## src/rtl/apu_rd_pkg.sv

```systemverilog
package apu_rd_pkg;
  localparam int ADDR_W = 16;
  localparam int DATA_W = 8;
  localparam int IDX_W  = 5;

  localparam logic [IDX_W-1:0] IDX_STATUS = 5'h15;
  localparam logic [IDX_W-1:0] IDX_PAD1   = 5'h16;
  localparam logic [IDX_W-1:0] IDX_PAD2   = 5'h17;

  typedef enum logic [1:0] {
    SRC_CORE = 2'd0,
    SRC_OAM  = 2'd1,
    SRC_DMC  = 2'd2
  } bus_src_e;

  typedef struct packed {
    logic gate;
    logic isolate;
    logic conflict;
    logic pad1;
    logic pad2;
  } dec_t;
endpackage

```

## src/rtl/apu_addr_mux.sv

```systemverilog
module apu_addr_mux #(
  parameter int AW = 16
) (
  input  logic          oam_gnt,
  input  logic          dmc_gnt,
  input  logic [AW-1:0] core_addr,
  input  logic [AW-1:0] oam_addr,
  input  logic [AW-1:0] dmc_addr,
  output logic [AW-1:0] int_addr
);
  import apu_rd_pkg::*;

  bus_src_e src;

  // Sample DMA outranks object DMA, which outranks the core.
  always_comb begin
    if (dmc_gnt)      src = SRC_DMC;
    else if (oam_gnt) src = SRC_OAM;
    else              src = SRC_CORE;
  end

  always_comb begin
    unique case (src)
      SRC_DMC: int_addr = dmc_addr;
      SRC_OAM: int_addr = oam_addr;
      default: int_addr = core_addr;
    endcase
  end
endmodule

```

## src/rtl/apu_rd_gate.sv

```systemverilog
module apu_rd_gate #(
  parameter int              AW       = 16,
  parameter int              IW       = 5,
  parameter logic [AW-1:0]   REG_BASE = 16'h4000
) (
  input  logic              bus_rd,
  input  logic [AW-IW-1:0]  core_hi,
  input  logic [IW-1:0]     idx,
  input  logic              test_en,
  output apu_rd_pkg::dec_t  dec
);
  import apu_rd_pkg::*;

  localparam logic [AW-IW-1:0] WIN_TAG = REG_BASE[AW-1:IW];

  logic is_pad;

  always_comb begin
    dec      = '0;
    dec.gate = bus_rd && (core_hi == WIN_TAG);
    is_pad   = (idx == IDX_PAD1) || (idx == IDX_PAD2);
    if (dec.gate) begin
      dec.pad1     = (idx == IDX_PAD1);
      dec.pad2     = (idx == IDX_PAD2);
      dec.isolate  = (idx == IDX_STATUS) || test_en;
      dec.conflict = is_pad && !test_en;
    end
  end
endmodule

```

## src/rtl/apu_data_steer.sv

```systemverilog
module apu_data_steer #(
  parameter int DW = 8,
  parameter int IW = 5
) (
  input  logic             clk,
  input  logic             rst_n,
  input  logic             bus_rd,
  input  apu_rd_pkg::dec_t dec,
  input  logic [IW-1:0]    idx,
  input  logic [DW-1:0]    ext_data,
  input  logic [DW-1:0]    status_data,
  input  logic [DW-1:0]    pad1_data,
  input  logic [DW-1:0]    pad2_data,
  input  logic [DW-1:0]    test_data,
  output logic [DW-1:0]    rd_data,
  output logic [DW-1:0]    open_bus
);
  import apu_rd_pkg::*;

  logic [DW-1:0] reg_val;
  logic [DW-1:0] pad_val;

  always_comb begin
    unique case (idx)
      IDX_STATUS: reg_val = status_data;
      IDX_PAD1:   reg_val = pad1_data;
      IDX_PAD2:   reg_val = pad2_data;
      default:    reg_val = test_data;
    endcase
    pad_val = dec.pad2 ? pad2_data : pad1_data;
  end

  always_comb begin
    if (dec.isolate)       rd_data = reg_val;
    else if (dec.conflict) rd_data = pad_val & ext_data;
    else                   rd_data = ext_data;
  end

  // The external latch sees only bus cycles that reach the pins.
  always_ff @(posedge clk or negedge rst_n) begin
    if (!rst_n)                     open_bus <= '0;
    else if (bus_rd && !dec.isolate) open_bus <= ext_data;
  end
endmodule

```

## src/rtl/apu_rd_decode.sv

```systemverilog
module apu_rd_decode #(
  parameter int            AW       = apu_rd_pkg::ADDR_W,
  parameter int            DW       = apu_rd_pkg::DATA_W,
  parameter int            IW       = apu_rd_pkg::IDX_W,
  parameter logic [AW-1:0] REG_BASE = 16'h4000
) (
  input  logic          clk,
  input  logic          rst_n,
  input  logic          bus_rd,
  input  logic [AW-1:0] core_addr,
  input  logic          oam_gnt,
  input  logic [AW-1:0] oam_addr,
  input  logic          dmc_gnt,
  input  logic [AW-1:0] dmc_addr,
  input  logic          test_en,
  input  logic [DW-1:0] ext_data,
  input  logic [DW-1:0] status_data,
  input  logic [DW-1:0] pad1_data,
  input  logic [DW-1:0] pad2_data,
  input  logic [DW-1:0] test_data,
  output logic [AW-1:0] int_addr,
  output logic          pad1_clk,
  output logic          pad2_clk,
  output logic          isolate,
  output logic          reg_read,
  output logic          bus_conflict,
  output logic [DW-1:0] rd_data,
  output logic [DW-1:0] open_bus
);
  import apu_rd_pkg::*;

  dec_t          dec;
  logic [IW-1:0] idx;

  apu_addr_mux #(.AW(AW)) u_mux (
    .oam_gnt   (oam_gnt),
    .dmc_gnt   (dmc_gnt),
    .core_addr (core_addr),
    .oam_addr  (oam_addr),
    .dmc_addr  (dmc_addr),
    .int_addr  (int_addr)
  );

  assign idx = int_addr[IW-1:0];

  apu_rd_gate #(.AW(AW), .IW(IW), .REG_BASE(REG_BASE)) u_gate (
    .bus_rd  (bus_rd),
    .core_hi (core_addr[AW-1:IW]),
    .idx     (idx),
    .test_en (test_en),
    .dec     (dec)
  );

  apu_data_steer #(.DW(DW), .IW(IW)) u_steer (
    .clk         (clk),
    .rst_n       (rst_n),
    .bus_rd      (bus_rd),
    .dec         (dec),
    .idx         (idx),
    .ext_data    (ext_data),
    .status_data (status_data),
    .pad1_data   (pad1_data),
    .pad2_data   (pad2_data),
    .test_data   (test_data),
    .rd_data     (rd_data),
    .open_bus    (open_bus)
  );

  assign pad1_clk     = dec.pad1;
  assign pad2_clk     = dec.pad2;
  assign isolate      = dec.isolate;
  assign bus_conflict = dec.conflict;
  assign reg_read     = dec.isolate | dec.conflict;
endmodule

```

## config.mk

```make
export PLATFORM = sky130hd
export DESIGN_NAME = apu_rd_decode
export DESIGN_NICKNAME = d
export VERILOG_FILES = /design/src/rtl/apu_rd_pkg.sv /design/src/rtl/apu_addr_mux.sv /design/src/rtl/apu_rd_gate.sv /design/src/rtl/apu_data_steer.sv /design/src/rtl/apu_rd_decode.sv
export SDC_FILE = /design/constraint.sdc
export NUM_CORES = 1
export LEC_CHECK = 0
export ABC_CLOCK_PERIOD_IN_PS = 2400
export BUFFER_PORTS_ARGS = -buffer_cell sky130_fd_sc_hd__buf_2
export CAP_MARGIN = 0
export CORE_MARGIN = 3
export CORE_UTILIZATION = 27
export CTS_CLUSTER_SIZE = 40
export DETAILED_ROUTE_END_ITERATION = 16
export PLACE_DENSITY = 0.64
export SLEW_MARGIN = 30
export SYNTH_ARGS = -nofsm -noshare
export SYNTH_HDL_FRONTEND = slang
export SYNTH_SLANG_ARGS = --single-unit
```

## constraint.sdc

```tcl
create_clock -name clk -period 2.4 [get_ports clk]
set_input_delay 0.24 -clock clk [delete_from_list [all_inputs] [get_ports clk]]
set_output_delay 0.24 -clock clk [all_outputs]
set_load 0.02 [all_outputs]
```

# [After elaboration in Yosys (flattened, before gate mapping)]
# Cells that the tools add are included.
[op_classes] shifts=0 div=0 n_lt_le_gt_ge=0 multipliers=0 n_eq_ne=6 n_addsub=0 n_reduce_logical=7 n_bitwise=2 n_mux=8
[op_table] operator="16-bit case mux with 2 select lines" n=1
[op_table] operator="8-bit 2-to-1 mux" n=3
[op_table] operator="8-bit case mux with 3 select lines" n=1
[op_table] operator="5-bit == test, second input constant" n=3
[op_table] operator="11-bit by 10-bit == test with 1-bit output, second input constant" n=1
[op_table] operator="8-bit bitwise AND" n=1
[op_table] operator="4-bit 2-to-1 mux" n=1
[op_table] operator="1-bit logical AND" n=3
[op_table] operator="2-bit by 1-bit == test with 1-bit output, second input constant" n=1
[op_table] operator="2-bit == test, second input constant" n=1
[op_table] operator="1-bit logical NOT" n=2
[op_table] operator="1-bit logical OR" n=2
[op_table] operator="2-bit 2-to-1 mux" n=1
[op_table] operator="1-bit 2-to-1 mux" n=1
[op_table] operator="1-bit bitwise OR" n=1
[totals] output_inout_bits=37 in_bits=94 regBits=8 elab_cells=24 ramBits=0 rom_bits=0 memories=0 latch_bits=0

# [Logic depth before layout (Yosys ltp)]
[logic_depth] ltp_word=12 depth_mapped=10 ltp_nobuf=6

# [Modules after synthesis]
# Synthesis repeated with hierarchy kept, for this count alone.
[hier_totals] hier_cells=164 hier_area_um2=1267.5
[by_module_without_submodules] module="apu_data_steer" n_inst=1 area_each_um2=818.3 cells_each=97
[by_module_without_submodules] module="apu_addr_mux" n_inst=1 area_each_um2=344.1 cells_each=53
[by_module_without_submodules] module="apu_rd_gate" n_inst=1 area_each_um2=98.8 cells_each=13
[by_module_without_submodules] module="apu_rd_decode" n_inst=1 area_each_um2=6.3 cells_each=1

# [Least setup slack after synthesis]
# No wires, ideal clock.
[synth_path] kind="input-to-output" start="input oam_gnt" end="output rd_data[0]" arrival_ns=2.049 slack_ns=0.111 required_ns=2.160 cell_stages=8 n_path_buf=2 path_cell_list="buf_6 -> mux2i_1 -> o21ai_2 -> nand3b_1 -> buf_2 -> a21oi_1 -> nor2_1 -> o31ai_1"
[synth_via] elab_chain_len=10 elab_cells_between_ends=17 classes_between="5 x eq/ne; 8 x mux; 1 x bitwise; 3 x reduce/logical"
[synth_rtl] item="start, declared" line_no="apu_rd_decode.sv:11" text="input logic oam_gnt,"
[synth_rtl] item="1-bit 2-to-1 mux (*)" line_no="apu_addr_mux.sv:18" text="else if (oam_gnt) src = SRC_OAM;"
[synth_rtl] item="2-bit 2-to-1 mux (*)" line_no="apu_addr_mux.sv:17" text="if (dmc_gnt) src = SRC_DMC;"
[synth_rtl] item="2-bit by 1-bit == test with 1-bit output or 2-bit == test (tied branches)" line_no="apu_addr_mux.sv:23" text="unique case (src)"
[synth_rtl] item="16-bit case mux with 2 select lines (*)" line_no="apu_addr_mux.sv:23"
[synth_rtl] item="via int_addr[3]" line_no="apu_rd_decode.sv:21" text="output logic [AW-1:0] int_addr,"
[synth_rtl] item="5-bit == test (on tied branches)" line_no="apu_rd_gate.sv:21, apu_rd_gate.sv:24, apu_data_steer.sv:24"
[synth_rtl] item="4-bit 2-to-1 mux or 1-bit logical OR (tied branches)" line_no="apu_rd_gate.sv:22, apu_rd_gate.sv:21"
[synth_rtl] item="8-bit 2-to-1 mux or 1-bit logical AND (tied branches)" line_no="apu_data_steer.sv:30, apu_rd_gate.sv:26"
[synth_rtl] item="8-bit bitwise AND or 4-bit 2-to-1 mux (tied branches)" line_no="apu_data_steer.sv:35, apu_rd_gate.sv:22"
[synth_rtl] item="8-bit 2-to-1 mux" line_no="apu_data_steer.sv:35" text="else if (dec.conflict) rd_data = pad_val & ext_data;"
[synth_rtl] item="8-bit 2-to-1 mux (*)" line_no="apu_data_steer.sv:34" text="if (dec.isolate) rd_data = reg_val;"
[synth_rtl] item="end, declared" line_no="apu_rd_decode.sv:27" text="output logic [DW-1:0] rd_data,"
# The timed path passes the listed nets; every way through them passes the cells marked *.

# [Final worst setup path]
[layout_path] start="input core_addr[13]" end="output rd_data[7]"
[layout_via] elab_chain_len=7
[layout_rtl] item="start, declared" line_no="apu_rd_decode.sv:10" text="input logic [AW-1:0] core_addr,"
[layout_rtl] item="11-bit by 10-bit == test with 1-bit output (*)" line_no="apu_rd_gate.sv:20" text="dec.gate = bus_rd && (core_hi == WIN_TAG);"
[layout_rtl] item="1-bit logical AND (*)" line_no="apu_rd_gate.sv:20"
[layout_rtl] item="4-bit 2-to-1 mux (*)" line_no="apu_rd_gate.sv:22" text="if (dec.gate) begin"
[layout_rtl] item="8-bit 2-to-1 mux" line_no="apu_data_steer.sv:30" text="pad_val = dec.pad2 ? pad2_data : pad1_data;"
[layout_rtl] item="8-bit bitwise AND" line_no="apu_data_steer.sv:35"
[layout_rtl] item="8-bit 2-to-1 mux" line_no="apu_data_steer.sv:35"
[layout_rtl] item="8-bit 2-to-1 mux (*)" line_no="apu_data_steer.sv:34"
# Mark *: on every way between the ends. The rest lies on a longest branch, timed or not.

==> Flow_metrics.wiki <==
{| class="wikitable"
! Metric !! Value
|-
| Number of filler cells placed in the layout || approximately 450
|-
| Largest registers in the final layout || u_steer.open_bus x8
|-
| Number of DRC violations after detailed routing || 0
|-
| Worst setup path class || input port to output pin
|-
| Total routing resource utilization after global routing || between 10% and 20%
|-
| Combinational family with the most area after synthesis || multiplexers
|-
| Largest driver fanout on the critical path || 9
|-
| Crit path time final || ~2.3 ns
|-
| Gate count of the mapped netlist || roughly 140
|-
| Adder-cell share of the synthesized area || 0%
|-
| Result of the run || completed
|-
| Die ar. || roughly 0.0055 mm^2
|-
| Starting utilization of the core area || between 20% and 30%
|-
| Register area share after synthesis || 15.94%
|-
| Crit-path max cell delay || 0.41 ns
|-
| Path category of the worst min-delay check || input port to flop
|-
| DP Cell Count || 324
|-
| Flops & latches, synth || 8
|-
| # H-tree levels || 1
|-
| Chip width || 74.21 um
|-
| Master cell of the clock root buffer || clkbuf_8
|-
| Synthesized-area fraction occupied by ao, oa, aoi and oai cells || about a quarter
|-
| Number of cells in the finished layout apart from fillers || roughly 330
|-
| Share of synthesized cell area in and, or, nand and nor gates || between 10% and 20%
|-
| Syn_area_per_cell || 8.909 um^2
|-
| Total negative setup slack || 0 ns
|-
| Post-layout nets || approximately 370
|-
| Worst Min Path Start || ext_data[3]
|-
| Via count of the first global-routing pass || between 1k and 1.5k
|-
| Cell area reported after detailed placement || ~0.002 mm^2
|-
| Launch instance of the worst register-to-register path || u_steer.open_bus[1]
|-
| Boundary Pins || 131
|-
| Total via count after detailed routing || between 1.5k and 2k
|-
| Post-route clock skew || 0 ns
|-
| Largest reg by FF count || u_steer.open_bus
|-
| Global-route wire length before repair || 6.713 mm
|-
| Number of failing setup endpoints in the final timing report || 0
|-
| Depth of the worst register-to-register path || 1
|-
| Cell with the largest stage delay on the worst path || or4_1
|-
| R2R Setup Slk || roughly 1.7 ns
|-
| Die Y-Extent || 74.21 um
|-
| Leading cell type in the layout, fill and taps excluded || buf_2
|-
| Register area || roughly 200 um^2
|-
| Final-report max-slew violation count || 0
|-
| Syn_nets || 235
|-
| Critical Path, Cell by Cell || buf_2, nor4b_1, buf_4, nand3_1, or4_1, buf_4, o211ai_2, o31ai_1, buf_2
|-
| Achievable Freq || about 440 MHz
|-
| Worst VDD drop || 0.2579 mV
|-
| Arrival time reported for the critical path endpoint || between 2 and 2.5 ns
|-
| Static power due to leakage || 0.001126 uW
|-
| Area of combinational cells with multiple inputs || about 960 um^2
|-
| CTS tree || yes
|-
| Endpoint type of the worst setup path || output pin
|-
| End point of the worst hold path || u_steer.open_bus[3]
|-
| Rel. slew slack || 76.12%
|-
| Layout overhead on the synthesized area || 64.34%
|-
| Tightest Pin Transition || approximately 0.35 ns
|-
| Sum of net half-perimeters after detailed placement || approximately 4.0 mm
|-
| Via count normalized by instance count || 4.732
|-
| Core footprint || 0.004414 mm^2
|-
| Final period utilization || a little over nine tenths
|-
| Setup Buffers After CTS || 0
|-
| Number of sinks driven by the clock tree || 8
|-
| Cell Area, Synth || between 0.001 and 0.0015 mm^2
|-
| Last weighted congestion value of the routability-driven placer || roughly 0.85
|-
| Final ANT Viol Nets || 0
|-
| Count of inserted antenna diode cells || 0
|-
| Clock-pin transition on the worst setup and hold timing paths || roughly 0.040 ns
|-
| Core Rows || 24
|-
| Final Hold Fails || 0
|-
| Reg-to-reg critical path endpoint || u_steer.open_bus[1]
|-
| Pwr/cell area || 333.5 mW/mm^2
|-
| Cell depth of the worst hold path || 2
|-
| Fraction of synthesized cell area in xor and xnor cells || 0%
|-
| Largest register FFs || 8
|-
| Pre-antenna DRT Iters || 4
|-
| Count of port buffers added during placement || between 100 and 150
|-
| Leading cell types in the layout, fill and taps excluded || 129 x buf_2, 18 x nor2_1, 15 x nand2_1, 14 x mux2i_1
|-
| Unique cell type count in the Yosys netlist || 29
|-
| Unrepaired setup endpoints after global routing || false
|-
| Area of all placed cells without fillers || a little over 0.002 mm^2
|-
| Max-cap violation count || 0
|-
| Clock buffers created by TritonCTS || 3
|-
| Initial drt markers || 39
|-
| Post-DR wirelength/cell || between 10 and 15 um
|-
| Antenna violations before repair || 0
|-
| Total length of routed wires || roughly 4.7 mm
|-
| Buffers from clock root to sink, at most || 2
|-
| Clock insertion delay at the later pin of the skew report || ~0.22 ns
|-
| Critical Path Start Type || input port
|-
| Pin count of the biggest net entering global routing || 23
|-
| Required arrival time at the worst endpoint || about 2.2 ns
|-
| Warning count from the yosys run || 0
|-
| Share of post-route cells with drive strength above 1 || 65.22%
|-
| Residual overflow from global routing || 0
|-
| Mux contribution to synthesized area || 33.86%
|}
==> cell usage after synthesis <==
| library cell | count | area share, % |
|---|---|---|
| a21oi_1 | 1 | 0.40 |
| buf_2 | 1 | 0.40 |
| buf_4 | 4 | 2.4 |
| buf_6 | 3 | 2.7 |
| clkbuf_1 | 4 | 1.2 |
| dfrtp_1 | 8 | 16 |
| inv_1 | 2 | 0.60 |
| inv_2 | 2 | 0.60 |
| mux2_2 | 8 | 7.2 |
| mux2_4 | 10 | 12 |
| mux2i_1 | 14 | 11 |
| mux2i_4 | 2 | 3.6 |
| nand2_1 | 15 | 4.5 |
| nand2_8 | 1 | 1.6 |
| nand2b_1 | 1 | 0.50 |
| nand3_1 | 1 | 0.40 |
| nand3b_1 | 1 | 0.60 |
| nand4_1 | 1 | 0.50 |
| nor2_1 | 18 | 5.4 |
| nor4_1 | 1 | 0.50 |
| nor4b_1 | 2 | 1.4 |
| o211ai_2 | 8 | 8.0 |
| o21ai_0 | 11 | 4.4 |
| o21ai_2 | 3 | 2.1 |
| o22a_1 | 8 | 5.6 |
| o31a_1 | 1 | 0.70 |
| o31ai_1 | 8 | 4.8 |
| or3_1 | 1 | 0.50 |
| or4_1 | 1 | 0.60 |
==> how the worst max path moves through the flow <==
stage / startpoint / endpoint / slack [ns] / cells after the start
4_1_cts: oam_gnt / rd_data[6] / 0.09 / 9
3_3_place_gp: bus_rd / rd_data[6] / 0.10 / 9
3_5_place_dp: oam_gnt / rd_data[4] / 0.09 / 9
6_report: core_addr[13] / rd_data[7] / 0.13 / 9
5_1_grt: core_addr[13] / rd_data[5] / 0.02 / 9
2_1_floorplan: oam_gnt / rd_data[0] / 0.11 / 8
==> report_power, final <==
part	leakage [uW]	internal [uW]	switching, uW
logic	0.00101	189	193
registers	0.0000935	149	6.90
clock network	0.0000216	108	43.1
==> metal layers <==
layer / vias to the layer above / share of wire, % / track usage (%)
met5: - / 0 / 0
met4: 0 / 0.75 / 3.162
met3: 4 / 6.0 / 1.892
met2: 48 / 50 / 26.48
met1: 704 / 43 / 20.63
li1: 796 / - / -
==> cell families after synthesis <==
| family | after synthesis |
|---|---|
| AOI/OAI and AO/OA | 40 |
| muxes | 34 |
| and+or+nand+nor | 43 |
| buffers and inverters | 16 |
| DFF | 8 |
==> critical path, delay by kind of cell <==
kind | cells | cell delay (ns)
AO/OA/AOI/OAI | 2 | 0.25
buffers and inverters | 4 | 0.65
AND/OR/NAND/NOR | 3 | 0.88
==> timing repair <==
action | in CTS | in global routing
setup endpoints to repair | 0 | 8
hold buffers | 1 | 0
gates resized for setup | 0 | 1
hold endpoints to repair | 8 | 0
==> metrics by stage <==
step / hold WS [ns] / utilization (%) / setup WS (ns) / power (uW)
final: 0.2898 / 46.77 / 0.1313 / 688.4
after detailed placement: 0.08866 / 45.55 / 0.09384 / 539.9
after global placement: 0.08669 / 45.55 / 0.1003 / 536.1
after floorplan: -0.05559 / - / 0.1109 / 374.9
after CTS: 0.2858 / 46.71 / 0.09170 / 697.4
after global routing: 0.2894 / 46.77 / 0.01879 / 735.0
==> area by class of cell <==
type | instances | area share (%)
Sequential cell | 8 | 9.697
Multi-Input combinational cell | 117 | 46.36
Clock buffer | 3 | 2.000
Tap cell | 52 | 3.152
Timing Repair Buffer | 144 | 38.06
Inverter | 4 | 0.7273
Note: power is estimated with default switching activity, not from simulation.
